`src/rtl/dpr_pkg.sv`:
```
`timescale 1ns/1ps
package dpr_pkg;

  typedef enum logic [2:0] {
    ST_IDLE,
    ST_PRE,
    ST_RCD,
    ST_COLSET,
    ST_CASLO,
    ST_OPEN
  } ctlState_t;

  typedef struct packed {
    logic loadReq;
    logic driveRow;
    logic driveColReq;
    logic driveColReg;
    logic capture;
  } dpStrobe_t;

endpackage

```
`src/rtl/dpr_datapath.sv`:
```
`timescale 1ns/1ps
module dpr_datapath
  import dpr_pkg::*;
#(
  parameter int ADDR_W = 10,
  parameter int DATA_W = 16
) (
  input  logic              clk,
  input  logic              rstN,
  input  dpStrobe_t         stb,
  input  logic [ADDR_W-1:0] reqRow,
  input  logic [ADDR_W-1:0] reqCol,
  input  logic [DATA_W-1:0] dramDq,
  output logic              rowHit,
  output logic [ADDR_W-1:0] dramAddr,
  output logic [DATA_W-1:0] rdata,
  output logic              rdataValid
);

  logic [ADDR_W-1:0] openRowQ;
  logic [ADDR_W-1:0] colQ;
  logic [ADDR_W-1:0] addrQ;
  logic [DATA_W-1:0] dataQ;
  logic              validQ;

  // The row register holds the row that is open whenever the controller is in a page.
  assign rowHit = (reqRow == openRowQ);

  always_ff @(posedge clk) begin
    if (!rstN) begin
      openRowQ <= '0;
      colQ     <= '0;
    end else if (stb.loadReq) begin
      openRowQ <= reqRow;
      colQ     <= reqCol;
    end
  end

  // The address bus is registered, so it never glitches between row and column.
  always_ff @(posedge clk) begin
    if (!rstN) begin
      addrQ <= '0;
    end else if (stb.driveRow) begin
      addrQ <= reqRow;
    end else if (stb.driveColReq) begin
      addrQ <= reqCol;
    end else if (stb.driveColReg) begin
      addrQ <= colQ;
    end
  end

  always_ff @(posedge clk) begin
    if (!rstN) begin
      dataQ  <= '0;
      validQ <= 1'b0;
    end else begin
      validQ <= stb.capture;
      if (stb.capture) begin
        dataQ <= dramDq;
      end
    end
  end

  assign dramAddr   = addrQ;
  assign rdata      = dataQ;
  assign rdataValid = validQ;

endmodule

```
`src/rtl/dpr_ctrl.sv`:
```
`timescale 1ns/1ps
module dpr_ctrl
  import dpr_pkg::*;
#(
  parameter bit EDO_MODE    = 1'b0,
  parameter int RAS_CAS_CYC = 2,
  parameter int CAS_LOW_CYC = 1,
  parameter int PRECHG_CYC  = 2
) (
  input  logic       clk,
  input  logic       rstN,
  input  logic       reqValid,
  input  logic       rowHit,
  output logic       reqReady,
  output logic       dramRasN,
  output logic       dramCasN,
  output dpStrobe_t  stb
);

  localparam int MAX_CYC = (RAS_CAS_CYC > CAS_LOW_CYC) ?
                           ((RAS_CAS_CYC > PRECHG_CYC) ? RAS_CAS_CYC : PRECHG_CYC) :
                           ((CAS_LOW_CYC > PRECHG_CYC) ? CAS_LOW_CYC : PRECHG_CYC);
  localparam int CNT_W   = $clog2(MAX_CYC + 1);

  ctlState_t  stateQ, stateD;
  logic [CNT_W-1:0] cntQ, cntD;
  logic rasQ, rasD;
  logic casQ, casD;
  logic capQ, capD;
  logic ready;
  logic accept;

  always_comb begin
    unique case (stateQ)
      ST_IDLE, ST_OPEN: ready = 1'b1;
      ST_CASLO:         ready = EDO_MODE && (cntQ == '0) && rowHit;
      default:          ready = 1'b0;
    endcase
  end

  assign accept = reqValid && ready;

  always_comb begin
    stateD = stateQ;
    cntD   = cntQ;
    rasD   = rasQ;
    casD   = casQ;
    capD   = 1'b0;
    stb    = '0;
    // In output-hold mode the latch happens one edge after the column strobe rises.
    if (EDO_MODE) begin
      stb.capture = capQ;
    end
    unique case (stateQ)
      ST_IDLE: begin
        if (accept) begin
          stb.loadReq  = 1'b1;
          stb.driveRow = 1'b1;
          stateD       = ST_PRE;
          cntD         = '0;
        end
      end
      ST_PRE: begin
        if (cntQ == '0) begin
          rasD   = 1'b0;
          stateD = ST_RCD;
          cntD   = CNT_W'(RAS_CAS_CYC - 2);
        end else begin
          cntD = cntQ - 1'b1;
        end
      end
      ST_RCD: begin
        if (cntQ == '0) begin
          stb.driveColReg = 1'b1;
          stateD          = ST_COLSET;
        end else begin
          cntD = cntQ - 1'b1;
        end
      end
      ST_COLSET: begin
        casD   = 1'b0;
        stateD = ST_CASLO;
        cntD   = CNT_W'(CAS_LOW_CYC - 1);
      end
      ST_CASLO: begin
        if (cntQ != '0) begin
          cntD = cntQ - 1'b1;
        end else begin
          casD = 1'b1;
          if (EDO_MODE) begin
            capD = 1'b1;
            if (accept) begin
              stb.loadReq     = 1'b1;
              stb.driveColReq = 1'b1;
              stateD          = ST_COLSET;
            end else begin
              stateD = ST_OPEN;
            end
          end else begin
            stb.capture = 1'b1;
            stateD      = ST_OPEN;
          end
        end
      end
      ST_OPEN: begin
        if (accept) begin
          stb.loadReq = 1'b1;
          if (rowHit) begin
            stb.driveColReq = 1'b1;
            stateD          = ST_COLSET;
          end else begin
            rasD         = 1'b1;
            stb.driveRow = 1'b1;
            stateD       = ST_PRE;
            cntD         = CNT_W'(PRECHG_CYC - 1);
          end
        end
      end
      default: stateD = ST_IDLE;
    endcase
  end

  always_ff @(posedge clk) begin
    if (!rstN) begin
      stateQ <= ST_IDLE;
      cntQ   <= '0;
      rasQ   <= 1'b1;
      casQ   <= 1'b1;
      capQ   <= 1'b0;
    end else begin
      stateQ <= stateD;
      cntQ   <= cntD;
      rasQ   <= rasD;
      casQ   <= casD;
      capQ   <= capD;
    end
  end

  assign reqReady = ready;
  assign dramRasN = rasQ;
  assign dramCasN = casQ;

endmodule

```
`src/rtl/dram_page_reader.sv`:
```
`timescale 1ns/1ps
module dram_page_reader
  import dpr_pkg::*;
#(
  parameter int ADDR_W      = 10,
  parameter int DATA_W      = 16,
  parameter bit EDO_MODE    = 1'b0,
  parameter int RAS_CAS_CYC = 2,
  parameter int CAS_LOW_CYC = 1,
  parameter int PRECHG_CYC  = 2
) (
  input  logic              clk,
  input  logic              rstN,
  input  logic              reqValid,
  output logic              reqReady,
  input  logic [ADDR_W-1:0] reqRow,
  input  logic [ADDR_W-1:0] reqCol,
  output logic              rdataValid,
  output logic [DATA_W-1:0] rdata,
  output logic              dramRasN,
  output logic              dramCasN,
  output logic [ADDR_W-1:0] dramAddr,
  input  logic [DATA_W-1:0] dramDq
);

  dpStrobe_t stb;
  logic      rowHit;

  dpr_ctrl #(
    .EDO_MODE   (EDO_MODE),
    .RAS_CAS_CYC(RAS_CAS_CYC),
    .CAS_LOW_CYC(CAS_LOW_CYC),
    .PRECHG_CYC (PRECHG_CYC)
  ) u_ctrl (
    .clk     (clk),
    .rstN    (rstN),
    .reqValid(reqValid),
    .rowHit  (rowHit),
    .reqReady(reqReady),
    .dramRasN(dramRasN),
    .dramCasN(dramCasN),
    .stb     (stb)
  );

  dpr_datapath #(
    .ADDR_W(ADDR_W),
    .DATA_W(DATA_W)
  ) u_dp (
    .clk       (clk),
    .rstN      (rstN),
    .stb       (stb),
    .reqRow    (reqRow),
    .reqCol    (reqCol),
    .dramDq    (dramDq),
    .rowHit    (rowHit),
    .dramAddr  (dramAddr),
    .rdata     (rdata),
    .rdataValid(rdataValid)
  );

endmodule

```
`config.mk`:
```
export PLATFORM = sky130hd
export DESIGN_NAME = dram_page_reader
export DESIGN_NICKNAME = d
export VERILOG_FILES = /design/src/rtl/dpr_pkg.sv /design/src/rtl/dpr_datapath.sv /design/src/rtl/dpr_ctrl.sv /design/src/rtl/dram_page_reader.sv
export SDC_FILE = /design/constraint.sdc
export NUM_CORES = 1
export LEC_CHECK = 0
export BUFFER_PORTS_ARGS = -buffer_cell sky130_fd_sc_hd__buf_2
export CELL_PAD_IN_SITES_DETAIL_PLACEMENT = 0
export CELL_PAD_IN_SITES_GLOBAL_PLACEMENT = 1
export CORE_MARGIN = 2
export CORE_UTILIZATION = 41
export CTS_BUF_LIST = sky130_fd_sc_hd__clkbuf_2
export CTS_CLUSTER_DIAMETER = 50
export CTS_CLUSTER_SIZE = 25
export DETAILED_ROUTE_END_ITERATION = 16
export GPL_TIMING_DRIVEN = 0
export PLACE_DENSITY_LB_ADDON = 0.1
export SYNTH_ARGS = -nofsm -noshare
export SYNTH_HDL_FRONTEND = slang
export SYNTH_HIERARCHICAL = 1
export SYNTH_SLANG_ARGS = --single-unit
```
`constraint.sdc`:
```
create_clock -name clk -period 2.5 [get_ports clk]
set_clock_uncertainty 0.15 [all_clocks]
set_input_delay 0 -clock clk [delete_from_list [all_inputs] [get_ports clk]]
set_output_delay 0 -clock clk [all_outputs]
set_load 0.01 [all_outputs]
```
==> flow_summary.toml, run 1 <==
[final_layout]
layout-drive-gt1-share_pct = 24.56
fin_nets = 437
layout.cell_area.non_filler_sq_um = 3650
antenna-diode-count = 0
multi_input_comb_area_sq_um = 1400
layout_common_cells = "sky130_fd_sc_hd__buf_2 (74), sky130_fd_sc_hd__dlygate4sd3_1 (53), sky130_fd_sc_hd__dfxtp_1 (53), sky130_fd_sc_hd__mux2i_1 (39), sky130_fd_sc_hd__nor2b_1 (36)"
nFillCells = 549
non_filler_instance_count_after_layout = 470
final_common_cell = "sky130_fd_sc_hd__buf_2"
flow.area_growth_from_synthesis_pct = 42.22
seq_area_sq_um = 1082

[power]
ir_drop_mv = 0.3283
power-per-cell-area_nw_per_um2 = 589.0
static-leakage-power_nw = 1.543

[placed_design]
hpwl_mm = 4.151
gp_congestion = 0.7645
i_o_buffers = 67
place_area_sq_um = 2995
placed_cells = 408

[synth]
synth_cell_type_count = 37
syn-mean-instance-area_sq_um = 9.647
synth-edff-count = 0
synthesis.nets = 308
synth_sequential_area_ratio_pct = 42.13
yosys_warnings = 6
syn-cell-area_sq_um = 2566
synthFlopType = "sky130_fd_sc_hd__dfxtp_1"
synth.ff_latch_count = 54
post_synth_inst_count = 266
asyncSetResetFlopFracSynth_pct = 0

[timing]
final_hold_viol_count = 0
max_freq_mhz = 424.4
slew_headroom_pct = 66.24
final_max_slew_viol_count = 0
final.min_clock_period_ps = 2356
setup_total_negative_slack_ps = 0
rsz0062_at_grt = "no"
min_period_over_period_pct = 94.24
transition_at_the_pin_with_the_smallest_max_transition_slack_ps = 506.5
setup-violations-final = 0

[route]
final_antenna_net_count = 0
routed_wire_length_per_instance_microns = 13.95
drc_errors = 0
drt_pass1_iterations = 4
drt_iter0_markers = 102
via_count = 2294
drt-vias-per-instance = 4.881
sum_of_routed_wire_length_over_all_layers_mm = 6.556

[setup_path]
max_stage_delay_ps = 560
cp_top_family = "buffers and inverters"
crit_arrival_ps = 2560
worst-r2r-cell-count = 9
critical_path_buf_inv_count = 4
cp.required_ps = 2700
crit_fanout = 10
worstSetupPathDepth = 9
critical_path.startpoint_type = "flop"
timing.critical_path.cells = "inv_1 > ha_2 > nand2_1 > nor2_1 > buf_4 > buf_6 > mux2i_1 > nor2b_1 > dlygate4sd3_1"
end_kind = "flop"
timing.critical_path.slowest_stage_cell = "sky130_fd_sc_hd__dlygate4sd3_1"
criticalPathCategory = "flop to flop"

[floorplan]
die_y_microns = 83.12
std_cell_rows = 28
start_util_pct = 42.84
io_pins = 69
die_w_microns = 83.12
die-area_sq_um = 6908
core_area_sq_um = 5991

[min_path]
holdCritPathClass = "input port to flop"
worstHoldPathCells = 4

[clock_network]
ctsRootBufferMaster = "sky130_fd_sc_hd__clkbuf_2"
cts.path.max_buffers = 2
cts_num_sinks = 54
tritoncts.num_buffers = 5
clkSlewWorstSetupHoldPaths_ps = 280
cts_tree = "yes"
clkLatencyLatePin_ps = 430
max_h_tree_level = 2

[run]
max-cap-violations = 0

[outcome]
outcome = "completed"

[global_route]
gr_ovfl_total = 0
number_of_global_route_vias_before_repair = 2390
grt_pass1_wl_mm = 11.24
grt_start_max_net_pins = 16
groute.usage.overall_pct = 19.64
antenna_found_initial = 0
==> logic make-up (layout without fill, tap and decap cells) <==
group	after synthesis	after routing	synth area share, %
compound gates	50	50	13.16
xor+xnor	11	11	3.755
fa+ha+maj	3	3	1.463
buf+inv	22	151	4.437
flops	54	54	42.13
mux	39	39	15.21
simple gates	87	87	19.84
==> worst register-to-register path, cell delays in order, from the launching register on <==
cell and delay, ps:
sky130_fd_sc_hd__dfxtp_2 400, sky130_fd_sc_hd__inv_1 80, sky130_fd_sc_hd__ha_2 260, sky130_fd_sc_hd__nand2_1 70, sky130_fd_sc_hd__nor2_1 90, sky130_fd_sc_hd__buf_4 200, sky130_fd_sc_hd__buf_6 190, sky130_fd_sc_hd__mux2i_1 230
sky130_fd_sc_hd__nor2b_1 70, sky130_fd_sc_hd__dlygate4sd3_1 560
==> final cells by class <==
| type | count | area share (%) |
|---|---|---|
| well taps | 75 | 2.571 |
| clock buffers | 5 | 0.6856 |
| repair buffers | 122 | 24.48 |
| multi-input cells | 190 | 38.36 |
| inverters | 4 | 0.4114 |
| plain buffers | 18 | 2.914 |
| flip-flops and latches | 54 | 29.65 |
| clock inverters | 2 | 0.9256 |
==> repair_timing <==
action                                 in CTS  in global routing
hold buffers                               53                  0
pin swaps                                   1                  2
setup endpoints to repair                  10                 19
setup buffers                               1                  1
endpoints found under the hold margin      53                  0
gates cloned                                0                  0
resized for setup                           3                  8
==> layer usage <==
layer  vias up  share of wire, %  global-route usage (%)
met2        58                46                   32.18
li1       1173                 -                       -
met4         0              0.84                   4.471
met5         -                 0                       0
met3         6               5.5                   3.678
met1      1057                47                   26.85
==> report_power, final <==
part,switching [W],total (W),internal [W]
clock network,0.000276,0.000437,0.000161
registers,0.0000500,0.00100,0.000952
logic,0.000358,0.000710,0.000352
==> cell usage after synthesis, types with 5 or more instances <==
master	instances	area [sq um]
sky130_fd_sc_hd__nor2b_1	36	225.2
sky130_fd_sc_hd__mux2i_1	39	390.4
sky130_fd_sc_hd__xnor2_1	9	78.83
sky130_fd_sc_hd__o21ai_0	5	25.02
sky130_fd_sc_hd__a22o_1	10	87.58
sky130_fd_sc_hd__buf_2	10	50.05
sky130_fd_sc_hd__o21a_1	11	82.58
sky130_fd_sc_hd__nand2_1	19	71.32
sky130_fd_sc_hd__a21oi_1	15	75.07
sky130_fd_sc_hd__nand3b_1	10	75.07
sky130_fd_sc_hd__dfxtp_1	54	1081
==> flip-flops by register name, indices dropped and copies added, names as in the netlist <==
name and cells:
u_dp/rdata 16, u_dp/colQ 10, u_dp/dramAddr 10, u_dp/openRowQ 10
u_ctrl/stateQ 3, u_ctrl/cntQ 2, u_ctrl/dramCasN 1, u_ctrl/dramRasN 1
u_dp/rdataValid 1
==> through the flow <==
step           setup WS [ps]  hold slack [ps]  util (%)  total power [W]
2_1_floorplan          212.4            19.46         -         0.001451
3_3_place_gp          -318.9            104.2     50.00         0.001633
3_5_place_dp          -304.0            118.8     50.00         0.001636
4_1_cts                70.10            178.3     60.51         0.002160
5_1_grt                4.981            183.0     60.92         0.002286
6_report               144.0            205.9     60.92         0.002150
==> worst paths after layout <==
check                 start             end  slack (ps)
min               reqCol[2]    u_dp/colQ[2]         210
min reg2reg  u_ctrl/cntQ[0]  u_ctrl/cntQ[0]         360
max          u_ctrl/cntQ[0]   u_dp/rdata[9]         140
max reg2reg  u_ctrl/cntQ[0]   u_dp/rdata[9]         140
(Power assumes the default switching activity.)
==> inputs of run 2 (changes only) <==
--- a/config.mk
+++ b/config.mk
@@ -8,7 +8,6 @@
 export BUFFER_PORTS_ARGS = -buffer_cell sky130_fd_sc_hd__buf_2
 export CELL_PAD_IN_SITES_DETAIL_PLACEMENT = 0
 export CELL_PAD_IN_SITES_GLOBAL_PLACEMENT = 1
-export CORE_MARGIN = 2
 export CORE_UTILIZATION = 41
 export CTS_BUF_LIST = sky130_fd_sc_hd__clkbuf_2
 export CTS_CLUSTER_DIAMETER = 50
==> constraint.sdc (replaced) <==
create_clock -name clk -period 2.62 [get_ports clk]
set_clock_uncertainty 0.15 [all_clocks]
set_input_delay 0 -clock clk [delete_from_list [all_inputs] [get_ports clk]]
set_output_delay 0 -clock clk [all_outputs]
set_load 0.01 [all_outputs]
==> run 2 against run 1 <==
- via count rose by 1.1%
- largest cell class unchanged
- total power fell by 9.0%
- non-clock buffer count rose by 6
- fmax fell by 3.2%
- die area fell by 4.8%
- critical path depth fell by 1
- combinational power fell by 5.2%
- clock-buffer cell count did not move
- setup slack improved by 41 ps
- highest routed layer unchanged
- critical path type unchanged
- hold slack improved by 8.8 ps
- register-to-register slack improved by 40 ps
- cell area rose by 0.72%
==> flow_summary.toml, run 2 (same netlist as run 1, synthesis figures left out) <==
[run]
max-cap-violations = 0

[placed_design]
hpwl_mm = 4.107
place_area_sq_um = 2995
gp_congestion = 0.7637
i_o_buffers = 67

[setup_path]
setup.reg_to_reg.worst_slack_ps = 190
crit_arrival_ps = 2650
critical_path.startpoint_type = "flop"
crit_fanout = 10
end_kind = "flop"
criticalPathCategory = "flop to flop"
cp.required_ps = 2840

[floorplan]
start_util_pct = 42.84
die_y_microns = 81.12
die_w_microns = 81.12
std_cell_rows = 28
core_area_sq_um = 5991
die-area_sq_um = 6580
io_pins = 69

[timing]
finalHoldWorstSlack_ps = 214.7
min_period_over_period_pct = 92.92
setup_total_negative_slack_ps = 0
rsz0062_at_grt = "yes"
slew_headroom_pct = 60.57
max_freq_mhz = 410.8
setup-violations-final = 0
final_hold_viol_count = 0
transition_at_the_pin_with_the_smallest_max_transition_slack_ps = 591.4
final.min_clock_period_ps = 2435
final_max_slew_viol_count = 0

[power]
static-leakage-power_nw = 1.562
design_power_total_w = 0.001957
power-per-cell-area_nw_per_um2 = 532.4
clock_power_share_pct = 16.6
power_report.internal_total_w = 0.001305
proportion_of_power_drawn_by_flip_flops_and_latches_pct = 49.0
ir_drop_mv = 0.2868
comb_power_share_pct = 34.4
total_switching_power_w = 0.0006517
netSwitchingFraction_pct = 33.30

[route]
final_antenna_net_count = 0
drt-vias-per-instance = 4.862
via_count = 2319
met3_length_microns = 316
drt_pass1_iterations = 4
drc_errors = 0
route.layer.met1.wl_mm = 3.279
routed_wire_length_per_instance_microns = 13.74
met2RoutedLength_mm = 2.894
topRoutingLayerUsed = "met4"
sum_of_routed_wire_length_over_all_layers_mm = 6.552
drt_iter0_markers = 82

[clock_network]
cts_num_sinks = 54
clkSlewWorstSetupHoldPaths_ps = 280
ctsRootBufferMaster = "sky130_fd_sc_hd__clkbuf_2"
clkLatencyLatePin_ps = 430
cts_tree = "yes"
cts.path.max_buffers = 2
max_h_tree_level = 2
cts_post_setup_buffers_inserted = 0
tritoncts.num_buffers = 5

[global_route]
antenna_found_initial = 0
groute.usage.overall_pct = 21.28
number_of_global_route_vias_before_repair = 2219
gr_ovfl_total = 0
grt_start_max_net_pins = 17
grt_pass1_wl_mm = 10.52

[final_layout]
layout_common_cells = "sky130_fd_sc_hd__buf_2 (74), sky130_fd_sc_hd__dlygate4sd3_1 (61), sky130_fd_sc_hd__dfxtp_1 (53), sky130_fd_sc_hd__mux2i_1 (39), sky130_fd_sc_hd__nor2b_1 (36)"
layout.cell_area.non_filler_sq_um = 3676
layout-drive-gt1-share_pct = 23.13
flow.area_growth_from_synthesis_pct = 43.25
antenna-diode-count = 0
largest_reg_flops = 16
fin_nets = 443
final_common_cell = "sky130_fd_sc_hd__buf_2"

[outcome]
outcome = "completed"

[min_path]
holdCritPathClass = "input port to flop"
==> run 2: power by group through the flow <==
stage	Sequential, W	Combinational (W)	Clock [W]
2_1_floorplan	0.000982	0.000402	0
3_3_place_gp	0.000971	0.000585	0
3_5_place_dp	0.000974	0.000589	0
4_1_cts	0.000958	0.000665	0.000348
5_1_grt	0.000971	0.000739	0.000384
6_report	0.000959	0.000673	0.000325
==> run 2: worst max-delay path, stage by stage, from the launching register on <==
cell and delay [ps]:
sky130_fd_sc_hd__dfxtp_2 420, sky130_fd_sc_hd__buf_2 220, sky130_fd_sc_hd__nand2_1 110, sky130_fd_sc_hd__a21oi_1 210, sky130_fd_sc_hd__and2_1 170, sky130_fd_sc_hd__clkbuf_4 260, sky130_fd_sc_hd__mux2i_1 210, sky130_fd_sc_hd__nor2b_1 60
sky130_fd_sc_hd__dlygate4sd3_1 560
==> run 2: final cells by class <==
| class | count | area, sq um |
|---|---|---|
| fillers | 538 | 2315 |
| repair buffers | 128 | 945.9 |
| clock inverters | 3 | 16.27 |
| well taps | 75 | 93.84 |
| flip-flops and latches | 54 | 1082 |
| multi-input cells | 190 | 1391 |
| plain buffers | 18 | 106.4 |
| clock buffers | 5 | 25.02 |
| inverters | 4 | 15.01 |
==> run 2: what timing repair did <==
action                                 4_1_cts  5_1_grt
endpoints found under the hold margin       53        0
pin swaps                                    0        1
hold buffers                                61        0
gates resized for setup                      2        5
setup endpoints to repair                   10       18
==> run 2: layer usage <==
metal / GRT usage, % / vias up
met5: 0 / -
met4: 5.000 / 0
met3: 5.506 / 7
met2: 33.53 / 57
met1: 28.97 / 1064
li1: - / 1191
==> run 2: path summary, 6_finish.rpt <==
path / start / to / cells past startpoint
setup / recovery: u_ctrl/stateQ[0] / u_dp/colQ[3] / 8
hold / removal: reqCol[7] / u_dp/colQ[7] / 4
setup reg to reg: u_ctrl/stateQ[0] / u_dp/colQ[3] / 8
hold reg to reg: u_ctrl/dramCasN / u_ctrl/dramCasN / 2
==> run 2: per-stage QoR <==
step                      worst slack [ps]  cells  util (%)
after CTS                            62.32    477     61.07
after global routing                -20.16    477     61.36
after detailed placement            -163.2    408     50.00
final                                185.4    477     61.36
after global placement              -162.8    408     50.00
after floorplan                      332.4    266         -
